`config.mk`:
```
export PLATFORM = sky130hd
export DESIGN_NAME = serial_fifo_irq
export DESIGN_NICKNAME = d
export VERILOG_FILES = /design/src/rtl/serial_fifo_irq.sv
export SDC_FILE = /design/constraint.sdc
export NUM_CORES = 1
export LEC_CHECK = 0
export ABC_AREA = 1
export BUFFER_PORTS_ARGS = -buffer_cell sky130_fd_sc_hd__buf_2
export CELL_PAD_IN_SITES_DETAIL_PLACEMENT = 0
export CELL_PAD_IN_SITES_GLOBAL_PLACEMENT = 1
export CORE_MARGIN = 2
export CORE_UTILIZATION = 30
export DETAILED_ROUTE_END_ITERATION = 16
export PLACE_DENSITY = 0.56
export SETUP_SLACK_MARGIN = 0.3
export SLEW_MARGIN = 20
export SYNTH_ARGS = -nofsm -noshare
export SYNTH_HDL_FRONTEND = slang
export SYNTH_SLANG_ARGS = --single-unit
```
`constraint.sdc`:
```
create_clock -name clk -period 4.91 [get_ports clk]
set_input_delay 0 -clock clk [delete_from_list [all_inputs] [get_ports clk]]
set_output_delay 0 -clock clk [all_outputs]
set_load 0.02 [all_outputs]
```
`src/rtl/serial_fifo_irq.sv`:
```
module serial_fifo_irq #(
  parameter int DEPTH = 16,
  parameter int W     = 8
) (
  input  logic         clk,
  input  logic         rst_n,
  input  logic         bus_wr,
  input  logic         bus_rd,
  input  logic [2:0]   bus_addr,
  input  logic [7:0]   bus_wdata,
  output logic [7:0]   bus_rdata,
  output logic [W-1:0] tx_data,
  output logic         tx_avail,
  input  logic         tx_take,
  input  logic         rx_valid,
  input  logic [W-1:0] rx_data,
  input  logic [2:0]   rx_err,
  output logic         irq
);
  localparam int AW = $clog2(DEPTH);
  localparam int CW = $clog2(DEPTH + 1);

  function automatic logic [CW-1:0] level(input logic [2:0] code);
    case (code)
      3'd0:    level = CW'(DEPTH / 8);
      3'd1:    level = CW'(DEPTH / 4);
      3'd2:    level = CW'(DEPTH / 2);
      3'd3:    level = CW'(DEPTH * 3 / 4);
      default: level = CW'(DEPTH * 7 / 8);
    endcase
  endfunction

  logic [W-1:0]   tx_mem [DEPTH];
  logic [W+2:0]   rx_mem [DEPTH];
  logic [AW-1:0]  tx_wp, tx_rp, rx_wp, rx_rp;
  logic [CW-1:0]  tx_cnt, rx_cnt, lim;
  logic [6:0]     ctrl;
  logic [3:0]     mask, raw, set, clr;
  logic           rx_cond_q, tx_cond_q;

  wire deep     = ctrl[0];
  assign lim    = deep ? CW'(DEPTH) : CW'(1);

  wire tx_empty = (tx_cnt == '0);
  wire rx_empty = (rx_cnt == '0);
  wire tx_full  = (tx_cnt >= lim);
  wire rx_full  = (rx_cnt >= lim);

  wire tx_push  = bus_wr && bus_addr == 3'd0 && !tx_full;
  wire tx_pop   = tx_take && !tx_empty;
  wire rx_push  = rx_valid && !rx_full;
  wire rx_pop   = bus_rd && bus_addr == 3'd0 && !rx_empty;

  wire rx_cond  = deep ? (rx_cnt >= level(ctrl[6:4])) : !rx_empty;
  wire tx_cond  = deep ? (tx_cnt <= level(ctrl[3:1])) : tx_empty;

  assign set = {rx_valid && rx_full,
                rx_push && (|rx_err),
                tx_cond && !tx_cond_q,
                rx_cond && !rx_cond_q};
  assign clr = (bus_wr && bus_addr == 3'd5) ? bus_wdata[3:0] : 4'd0;

  always_ff @(posedge clk) begin
    if (tx_push) tx_mem[tx_wp] <= bus_wdata[W-1:0];
    if (rx_push) rx_mem[rx_wp] <= {rx_err, rx_data};
  end

  always_ff @(posedge clk) begin
    if (!rst_n) begin
      tx_wp <= '0; tx_rp <= '0; tx_cnt <= '0;
      rx_wp <= '0; rx_rp <= '0; rx_cnt <= '0;
      ctrl <= 7'h25; mask <= '0; raw <= '0;
      rx_cond_q <= 1'b0; tx_cond_q <= 1'b1;
    end else begin
      if (tx_push) tx_wp <= tx_wp + 1'b1;
      if (tx_pop)  tx_rp <= tx_rp + 1'b1;
      if (rx_push) rx_wp <= rx_wp + 1'b1;
      if (rx_pop)  rx_rp <= rx_rp + 1'b1;
      tx_cnt <= tx_cnt + CW'(tx_push) - CW'(tx_pop);
      rx_cnt <= rx_cnt + CW'(rx_push) - CW'(rx_pop);
      if (bus_wr && bus_addr == 3'd3) ctrl <= bus_wdata[6:0];
      if (bus_wr && bus_addr == 3'd4) mask <= bus_wdata[3:0];
      raw <= (raw & ~clr) | set;
      rx_cond_q <= rx_cond;
      tx_cond_q <= tx_cond;
    end
  end

  assign tx_data  = tx_mem[tx_rp];
  assign tx_avail = !tx_empty;
  assign irq      = |(raw & mask);

  always_comb begin
    case (bus_addr)
      3'd0:    bus_rdata = 8'(rx_mem[rx_rp][W-1:0]);
      3'd1:    bus_rdata = {5'd0, rx_mem[rx_rp][W+2:W]};
      3'd2:    bus_rdata = {4'd0, rx_full, rx_empty, tx_full, tx_empty};
      3'd3:    bus_rdata = {1'b0, ctrl};
      3'd4:    bus_rdata = {4'd0, mask};
      3'd5:    bus_rdata = {4'd0, raw};
      3'd6:    bus_rdata = {4'd0, raw & mask};
      default: bus_rdata = 8'd0;
    endcase
  end

  assert_no_overflow_R1: assert property (@(posedge clk) disable iff (!rst_n)
    rx_cnt <= CW'(DEPTH) && tx_cnt <= CW'(DEPTH));
  assert_overrun_flag_R3: assert property (@(posedge clk) disable iff (!rst_n)
    rx_valid && rx_full |=> raw[3]);
  assert_overrun_drop_R3: assert property (@(posedge clk) disable iff (!rst_n)
    rx_valid && rx_full && !rx_pop |=> $stable(rx_cnt));
  assert_tx_trigger_R5: assert property (@(posedge clk) disable iff (!rst_n)
    $rose(tx_cond) |=> raw[1]);
  assert_irq_masked_R9: assert property (@(posedge clk) disable iff (!rst_n)
    mask == 4'd0 |-> !irq);
endmodule

```
### After elaboration in Yosys (flattened, before gate mapping)

Memories as Yosys holds them, arrays and structs flattened. A register that Yosys moved wholly into a read port is not among the register bits.
Cells that the tools add are included.

* add/sub/neg operators: 8
* order comparisons: 4
* equal/unequal tests: 12
* mux-type cells: 15
* bitwise gates (word level): 4
* reductions and logical operators: 26

Operators by type and width (number)
* $pmux 8 s7: 1
* $pmux 4 s4: 2
* $mux 4: 5
* $eq 3x2->1 const B: 6
* $add 4x1->4 const B: 4
* $ge 5x5->1: 3
* $logic_and 1x1->1: 13
* $add 5x1->5: 2
* $logic_not 5->1: 2
* $sub 5x1->5: 2
* $eq 3x1->1 const B: 3
* $eq 3x3->1 const B: 3
* $logic_not 3->1: 3
* $and 4x4->4: 2
* $logic_not 1->1: 6
* $mux 1: 6
* $le 5x5->1: 1
* $mux 5: 1
* $not 4->4: 1
* $or 4x4->4: 1
* $reduce_or 4->1: 1
* $reduce_or 3->1: 1

* flip-flop bits (word level): 43
* memory bits (writable): 304
* memories kept: 2

Memories
* rx_mem: words 16, width 11, read ports 1, clocked after memory_dff 1, wr ports 1, line 34 `logic [W+2:0] rx_mem [DEPTH];`
* tx_mem: words 16, width 8, read ports 1, clocked after memory_dff 1, wr ports 1, line 33 `logic [W-1:0] tx_mem [DEPTH];`

### Logic depth before layout (Yosys ltp)

Gate-level depths: netlist (run 1).

* word-level depth: 6
* gate-level depth with buffers: 16
* mapped depth without buffers: 15

### Worst setup path after synthesis (run 1)

Ideal clock, no wire load.

* path kind: flip-flop to flip-flop
* start: reg ctrl[0]
* end: reg tx_cnt[4]
* library setup time: 0.070 ns
* arrival time: 2.630 ns
* slack: 2.210 ns
* cell stages (with the launch flop): 16
* path through: dfxtp_1 inv_1 ha_1 nand3_1 nand4_1 nand2_1 nand3_2 buf_2 ha_1 inv_1 ha_1 inv_1 fa_1 o31ai_1 o21ai_0 a21oi_1

* word-level cells in the longest chain between the ends: 6

RTL lines
* start: declaration: line 37 `logic [6:0] ctrl;`
* start signal: assignment: line 81 `if (bus_wr && bus_addr == 3'd3) ctrl <= bus_wdata[6:0];`
* $mux 5: line 42 `assign lim = deep ? CW'(DEPTH) : CW'(1);`
* $ge 5x5->1: line 46 `wire tx_full = (tx_cnt >= lim);`
* $logic_not 1->1: line 49 `wire tx_push = bus_wr && bus_addr == 3'd0 && !tx_full;`
* $logic_and 1x1->1: line 49
* $add 5x1->5: line 79 `tx_cnt <= tx_cnt + CW'(tx_push) - CW'(tx_pop);`
* $sub 5x1->5: line 79
* end signal: assignment: line 79
* end: declaration: line 36 `logic [CW-1:0] tx_cnt, rx_cnt, lim;`

Every way passes these cells.
A chain may end at the register's enable or synchronous reset.

### Worst setup path after layout (run 1)

Same ends and word-level chain as after synthesis.

==> impl_results.md, run 1 <==
- VDD IR max: 0.0002609 V
- Final nets: roughly 1600
- PwrDens: 438.1 mW/mm²
- Synth Register Bits: 355
- Worst hold path type: input pin to flop
- Fillers: 5048
- Fmax: around 0.28 GHz
- CP Class: flop to flop
- Setup TNS: 0 ns
- Die W: between 200 and 250 µm
- Synth Area per Inst: between 10 and 15 µm²
- Leakage: roughly 6.5 nW
- Post-DR wirelength/cell: around 19 µm
- Initial DRC count: 711
- Post-synth top area cell: edfxtp_1
- Share of layout cells above drive strength 1: 0.09270
- Gr usage total: 0.1544
- P&R area growth vs syn: 16.01%
- CTS max path bufs: 3
- Worst-Margin Slew: 1.130 ns
- R2R Path Start: ctrl[0]
- Clock sinks: ~360
- Syn Inst Count: about 1400
- Max-slew headroom at the worst pin: 0.2439
- Max Cap Viol: 0
- Clock Latency Late Sink: 0.56 ns
- Slew Limit Fails: 0
- N_diodes: 0
- Final Hold Fails: 0
- Worst setup path startpoint: ctrl[0]
- Top FF cell, synth: edfxtp_1
- Synth warnings: 0
- Synth area leaders: edfxtp_1 60%, dfxtp_1 6.7%, nand2_1 5.9%, nor2_1 5.6%, o21ai_0 4.2%
- Starting Density: 0.3045
- Die H: approximately 230 µm
- First-pass GRT wire length: 62120 µm
- Inserted Clock Buffers: about 40
- Status: finished, final reports clean
- Tmin final: roughly 3.5 ns
- Hold Crit Start: rx_valid
- Worst-path maximum fanout: 21
- Synth unique cells: 37
- Initial antenna violation count: 1
- CTS HTree Levels: 2
- Pre-CTS setup slack: ~1.5 ns
- Critical Path AT: about 4.0 ns
- Required time of the critical path: roughly 5.4 ns
- Vias in the first global route: approximately 10000
- Final antenna-violating net count: 0
- Area of the multi-input gates: between 0.004 and 0.005 mm²
- Final worst slack: roughly 1.4 ns
- Sequential-to-total area share from yosys stat: 0.6631
- FP Rows: between 80 and 90
- Cell Area, Synth: around 0.015 mm²
- Detailed placement HPWL: around 25000 µm
- Reg clk slew, reported paths: ~0.06 ns
- Total gr overflow: 0
- Tcrit/Tclk final: 0.7223
- Via count of the routed design: 10210
- Post-Syn Nets: ~1500
- DRC viols: 0
- CTS tree: done
- DRT Pass-1 Iters: 5
- Post-synth EDFFs: roughly 300
- Synth async-reset ratio: 0
- Total area of sequential cells: 0.01016 mm²
- Vias per inst: about 4.7
- CTS root buf: clkbuf_16
- Detailed Route WL: 40790 µm
- Post-synth top area share: 0.5964
- Post-CTS Resized: 0
- CP startpoint kind: flop
- Die area: roughly 0.053 mm²
- Setup violators final: 0
- RSZ-0062 raised after global routing: no
- Clock skew: approximately 0.032 ns
- GP Congestion: 0.7606
- # IOs: 46
- I/O Buffers: between 40 and 50
- Core area: about 0.05 mm²
- Pin count of the biggest net entering global routing: 89
- Worst Setup End Kind: flop
sequential cells by signal, summed over array words and instances (netlist names), named ones only:
register,flops
rx_wp,4
rx_mem,176
tx_cnt,5
rx_cnt,5
ctrl,7
raw,4
tx_rp,4
rx_cond_q,1
tx_cond_q,1
tx_wp,4
mask,4
rx_rp,4
tx_mem,128
through the flow:
step	std cells	hold WS [ns]	total power [W]	util	cell area (µm²)
6_report	2193	0.3605	0.007779	0.3532	17760
5_1_grt	2193	0.3841	0.008183	0.3532	17760
4_1_cts	2193	0.3333	0.007889	0.3522	17710
3_5_place_dp	2089	0.3302	0.004902	0.3206	16120
3_3_place_gp	2089	0.3084	0.004900	0.3203	16100
2_1_floorplan	1427	0.09887	0.004445	-	15310
routing by layer:
metal,global-route usage,part of all wire,vias up
met5,0,0.00017,-
met3,0.02381,0.045,73
met2,0.2513,0.47,219
li1,-,-,5057
met4,0.04698,0.024,2
met1,0.2122,0.46,4862
path summary, 6_finish.rpt:
check,depth (start not counted),slack (ns),endpoint
worst max register to register,14,1.36,tx_cnt[4]
worst max-delay path,14,1.36,tx_cnt[4]
worst min-delay path,4,0.36,rx_wp[2]
worst min register to register,2,0.48,mask[0]
where the power goes:
part           switching (W)  internal [W]  leakage, nW
Sequential          0.000129       0.00340         3.16
Combinational       0.000887      0.000417         2.68
Clock                0.00122       0.00173        0.630
Total                0.00223       0.00554         6.47
cell usage after synthesis, types with 2 or more instances:
cell	number
o211ai_1	37
nor3_1	16
buf_1	5
inv_4	2
nand3_1	121
o21ai_1	10
edfxtp_1	304
buf_2	25
inv_1	110
clkbuf_1	21
nand4_1	12
buf_6	6
inv_2	4
buf_4	5
xor2_1	7
nand2_1	241
o31ai_1	3
nor2_4	3
ha_1	36
fa_1	2
a21oi_1	33
dfxtp_1	51
nand3_2	3
o21ai_0	129
nor2_1	227
clkinv_1	3
layout by cell type, fill, tap and decap left out, types with 10 or more instances in the layout:
cell type,Yosys,final
a21oi_1,33,33
buf_2,25,45
clkbuf_1,21,13
clkbuf_16,0,42
dfxtp_1,51,47
dlygate4sd3_1,0,31
edfxtp_1,304,304
ha_1,36,36
inv_1,110,110
nand2_1,241,241
nand3_1,121,121
nand4_1,12,12
nor2_1,227,222
nor3_2,1,10
o211ai_1,37,37
o21ai_0,129,129
o21ai_1,10,10
timing repair:
action / in CTS / in global routing
hold buffers: 31 / 0
endpoints found under the hold margin: 350 / 0
setup buffers: 0 / 0
layout make-up:
type,instances,share of cell area
clock buffers,58,0.06427
repair buffers,83,0.03312
clock inverters,15,0.007892
multi-input cells,891,0.2497
well taps,672,0.04735
inverters,119,0.02544
flip-flops and latches,355,0.5722
cell families after synthesis:
group / synth area share
AO/OA/AOI/OAI: 0.07831
XOR/XNOR: 0.004578
adder cells (fa/ha/maj): 0.03204
buffers and inverters: 0.05093
flip-flops: 0.6631
AND/OR/NAND/NOR: 0.1710
worst max-delay path: stages, from the launching register on:
cell	delay, ns
dfxtp_1	0.40
inv_1	0.20
ha_1	0.33
nand3_1	0.08
nand4_1	0.08
nand2_1	0.16
nand3_2	0.50
ha_1	0.50
inv_1	0.06
ha_1	0.16
inv_1	0.06
fa_1	0.43
o31ai_1	0.26
o21ai_0	0.11
a21oi_1	0.13
No activity file was read; power rests on OpenSTA's default activity.
==> inputs of run 2 (changes only) <==
==> constraint.sdc (replaced) <==
create_clock -name clk -period 3.4 [get_ports clk]
set_input_delay 0 -clock clk [delete_from_list [all_inputs] [get_ports clk]]
set_output_delay 0 -clock clk [all_outputs]
set_load 0.02 [all_outputs]
==> impl_results.md, run 2 (synthesis gave the netlist of run 1 again) <==
- Reg clk slew, reported paths: roughly 0.060 ns
- Final Hold Fails: 0
- Clk network pwr share: 0.397
- P&R area growth vs syn: 18.78%
- Reg2reg end: rx_cnt[4]
- N_diodes: 0
- Max FFs per register: 176
- Total gr overflow: 0
- Switch Pwr: between 0.003 and 0.004 W
- Reg2reg setup slack: 0.55 ns
- # IOs: 46
- Share of layout cells above drive strength 1: 0.1113
- Initial antenna violation count: 2
- Fillers: 5005
- Vias per inst: 4.601
- Initial DRC count: 564
- Leakage: 6.746 nW
- Worst-Margin Slew: approximately 0.79 ns
- Max-slew headroom at the worst pin: 0.4700
- Internal Power: 0.008330 W
- Required time of the critical path: a little under 4 ns
- CTS tree: done
- RSZ-0062 raised after global routing: no
- Setup TNS: 0 ns
- DRC viols: 0
- Post-DR wirelength/cell: between 15 and 20 µm
- CTS root buf: clkbuf_16
- Combinational power share: 0.170
- Clock skew: ~0.019 ns
- Detailed Route WL: roughly 39000 µm
- Via count of the routed design: between 10000 and 15000
- Critical Path AT: roughly 3.4 ns
- Worst Reg-to-Reg Cells: 14
- Setup violators final: 0
- Tmin final: about 2.9 ns
- Worst-path maximum fanout: 7
- Non-filler cells, final: approximately 2200
- GP Congestion: 0.7897
- Inserted Clock Buffers: 42
- Sequential Power Share: 0.432
- Fmax: ~0.35 GHz
- CTS max path bufs: 3
- CP Class: flop to flop
- Die W: about 230 µm
- Placed cell count: ~2100
- Commonest cells after routing, fill and taps aside: 304 x edfxtp_1, 241 x nand2_1, 227 x nor2_1
- Tcrit/Tclk final: 0.8392
- PwrDens: 639.9 mW/mm²
- Clock sinks: roughly 360
- DRT Pass-1 Iters: 4
- Worst hold path type: input pin to flop
- Worst Setup End Kind: flop
- Sw Ratio: 0.2840
- Pin count of the biggest net entering global routing: just under 90
- CP startpoint kind: flop
- I/O Buffers: 45
- Final nets: roughly 1600
- Worst setup path startpoint: ctrl[0]
- Final antenna-violating net count: 0
- Starting Density: 0.3045
- Die area: between 0.05 and 0.06 mm²
- Slew Limit Fails: 0
- Vias in the first global route: ~10000
- Max Cap Viol: 0
- CTS HTree Levels: 2
- Die H: about 230 µm
- Status: finished, final reports clean
- Core area: around 0.050 mm²
- Clock Latency Late Sink: 0.58 ns
- CP endpoint: rx_cnt[4]
- Detailed placement HPWL: approximately 24000 µm
- FP Rows: slightly above 80
- R2R Path Start: ctrl[0]
- VDD IR max: around 0.00038 V
- First-pass GRT wire length: slightly above 60000 µm
- Commonest non-fill, non-tap cell in the layout: edfxtp_1
- Top Registers: rx_mem (176), tx_mem (128), ctrl (7)
- Largest Register: rx_mem
- Gr usage total: 0.1499
- Postcts setup bufs: 0
- Number of cells on the worst hold path: 5
[run 2: cell count changes in the layout (fill, tap and decap cells not counted), sizes merged]
cell / change
clkinv: +4
buf: +39
clkinvlp: +2
inv: +3
clkbuf: -9
bufinv: +4
[run 2: worst min path at each step]
| stage | slack [ns] | start | to |
|---|---|---|---|
| finish | 0.05 | bus_addr[2] | ctrl[0] |
| CTS | 0.03 | bus_addr[2] | ctrl[5] |
| floorplan | 0.1 | rx_data[0] | rx_mem[0][0] |
| global placement | 0.35 | rx_valid | raw[3] |
| detailed placement | 0.36 | rx_valid | raw[3] |
| global route | 0.08 | bus_addr[2] | tx_wp[0] |
[run 2: layout make-up]
class / instances / area (µm²) / share of cell area
clock buffer: 49 / 1087 / 0.05981
clock inverter: 28 / 340.3 / 0.01872
inverter: 119 / 454.2 / 0.02498
multi-input combinational: 891 / 4394 / 0.2417
sequential: 355 / 10160 / 0.5587
tap: 672 / 840.8 / 0.04625
timing repair buffer: 122 / 905.9 / 0.04983
[run 2: what timing repair did]
item / in CTS / in global routing
hold buffers: 31 / 0
hold endpoints to repair: 351 / 0
setup endpoints to repair: 0 / 5
gates resized for setup: 0 / 5
[run 2: per-stage QoR]
stage	cell area [µm²]	hold WS (ns)	worst slack [ns]	util	power, W
final	18180	0.05389	0.5467	0.3616	0.01163
after global routing	18180	0.08323	0.3246	0.3616	0.01226
after CTS	18160	0.02628	0.4134	0.3612	0.01177
after detailed placement	16420	0.3559	0.4461	0.3267	0.007073
after global placement	16420	0.3507	0.5030	0.3267	0.007068
after floorplan	15310	0.09887	0.6998	-	0.006419
[run 2: metal layers]
| layer | GRT usage | wire [µm] |
|---|---|---|
| met4 | 0.05202 | 1133 |
| met2 | 0.2416 | 18120 |
| met1 | 0.2027 | 18530 |
| met5 | 0 | 13 |
| met3 | 0.02741 | 1587 |
[run 2: critical path, cell delays in order (launching register included)]
cell and delay, ns:
dfxtp_1 0.42, inv_2 0.13, ha_1 0.30, nand3_1 0.08
nand4_1 0.07, nand2_1 0.18, nand3_4 0.14, ha_1 0.31
inv_1 0.06, ha_1 0.15, inv_1 0.05, fa_1 0.42
o31ai_2 0.22, o21ai_0 0.10, a21oi_1 0.13
[run 2: power by group through the flow]
stage / Combinational, W / Sequential, W / Clock, W
2_1_floorplan: 0.00134 / 0.00507 / 0
6_report: 0.00198 / 0.00503 / 0.00462
5_1_grt: 0.00226 / 0.00505 / 0.00494
3_3_place_gp: 0.00195 / 0.00512 / 0
3_5_place_dp: 0.00195 / 0.00512 / 0
4_1_cts: 0.00199 / 0.00503 / 0.00475
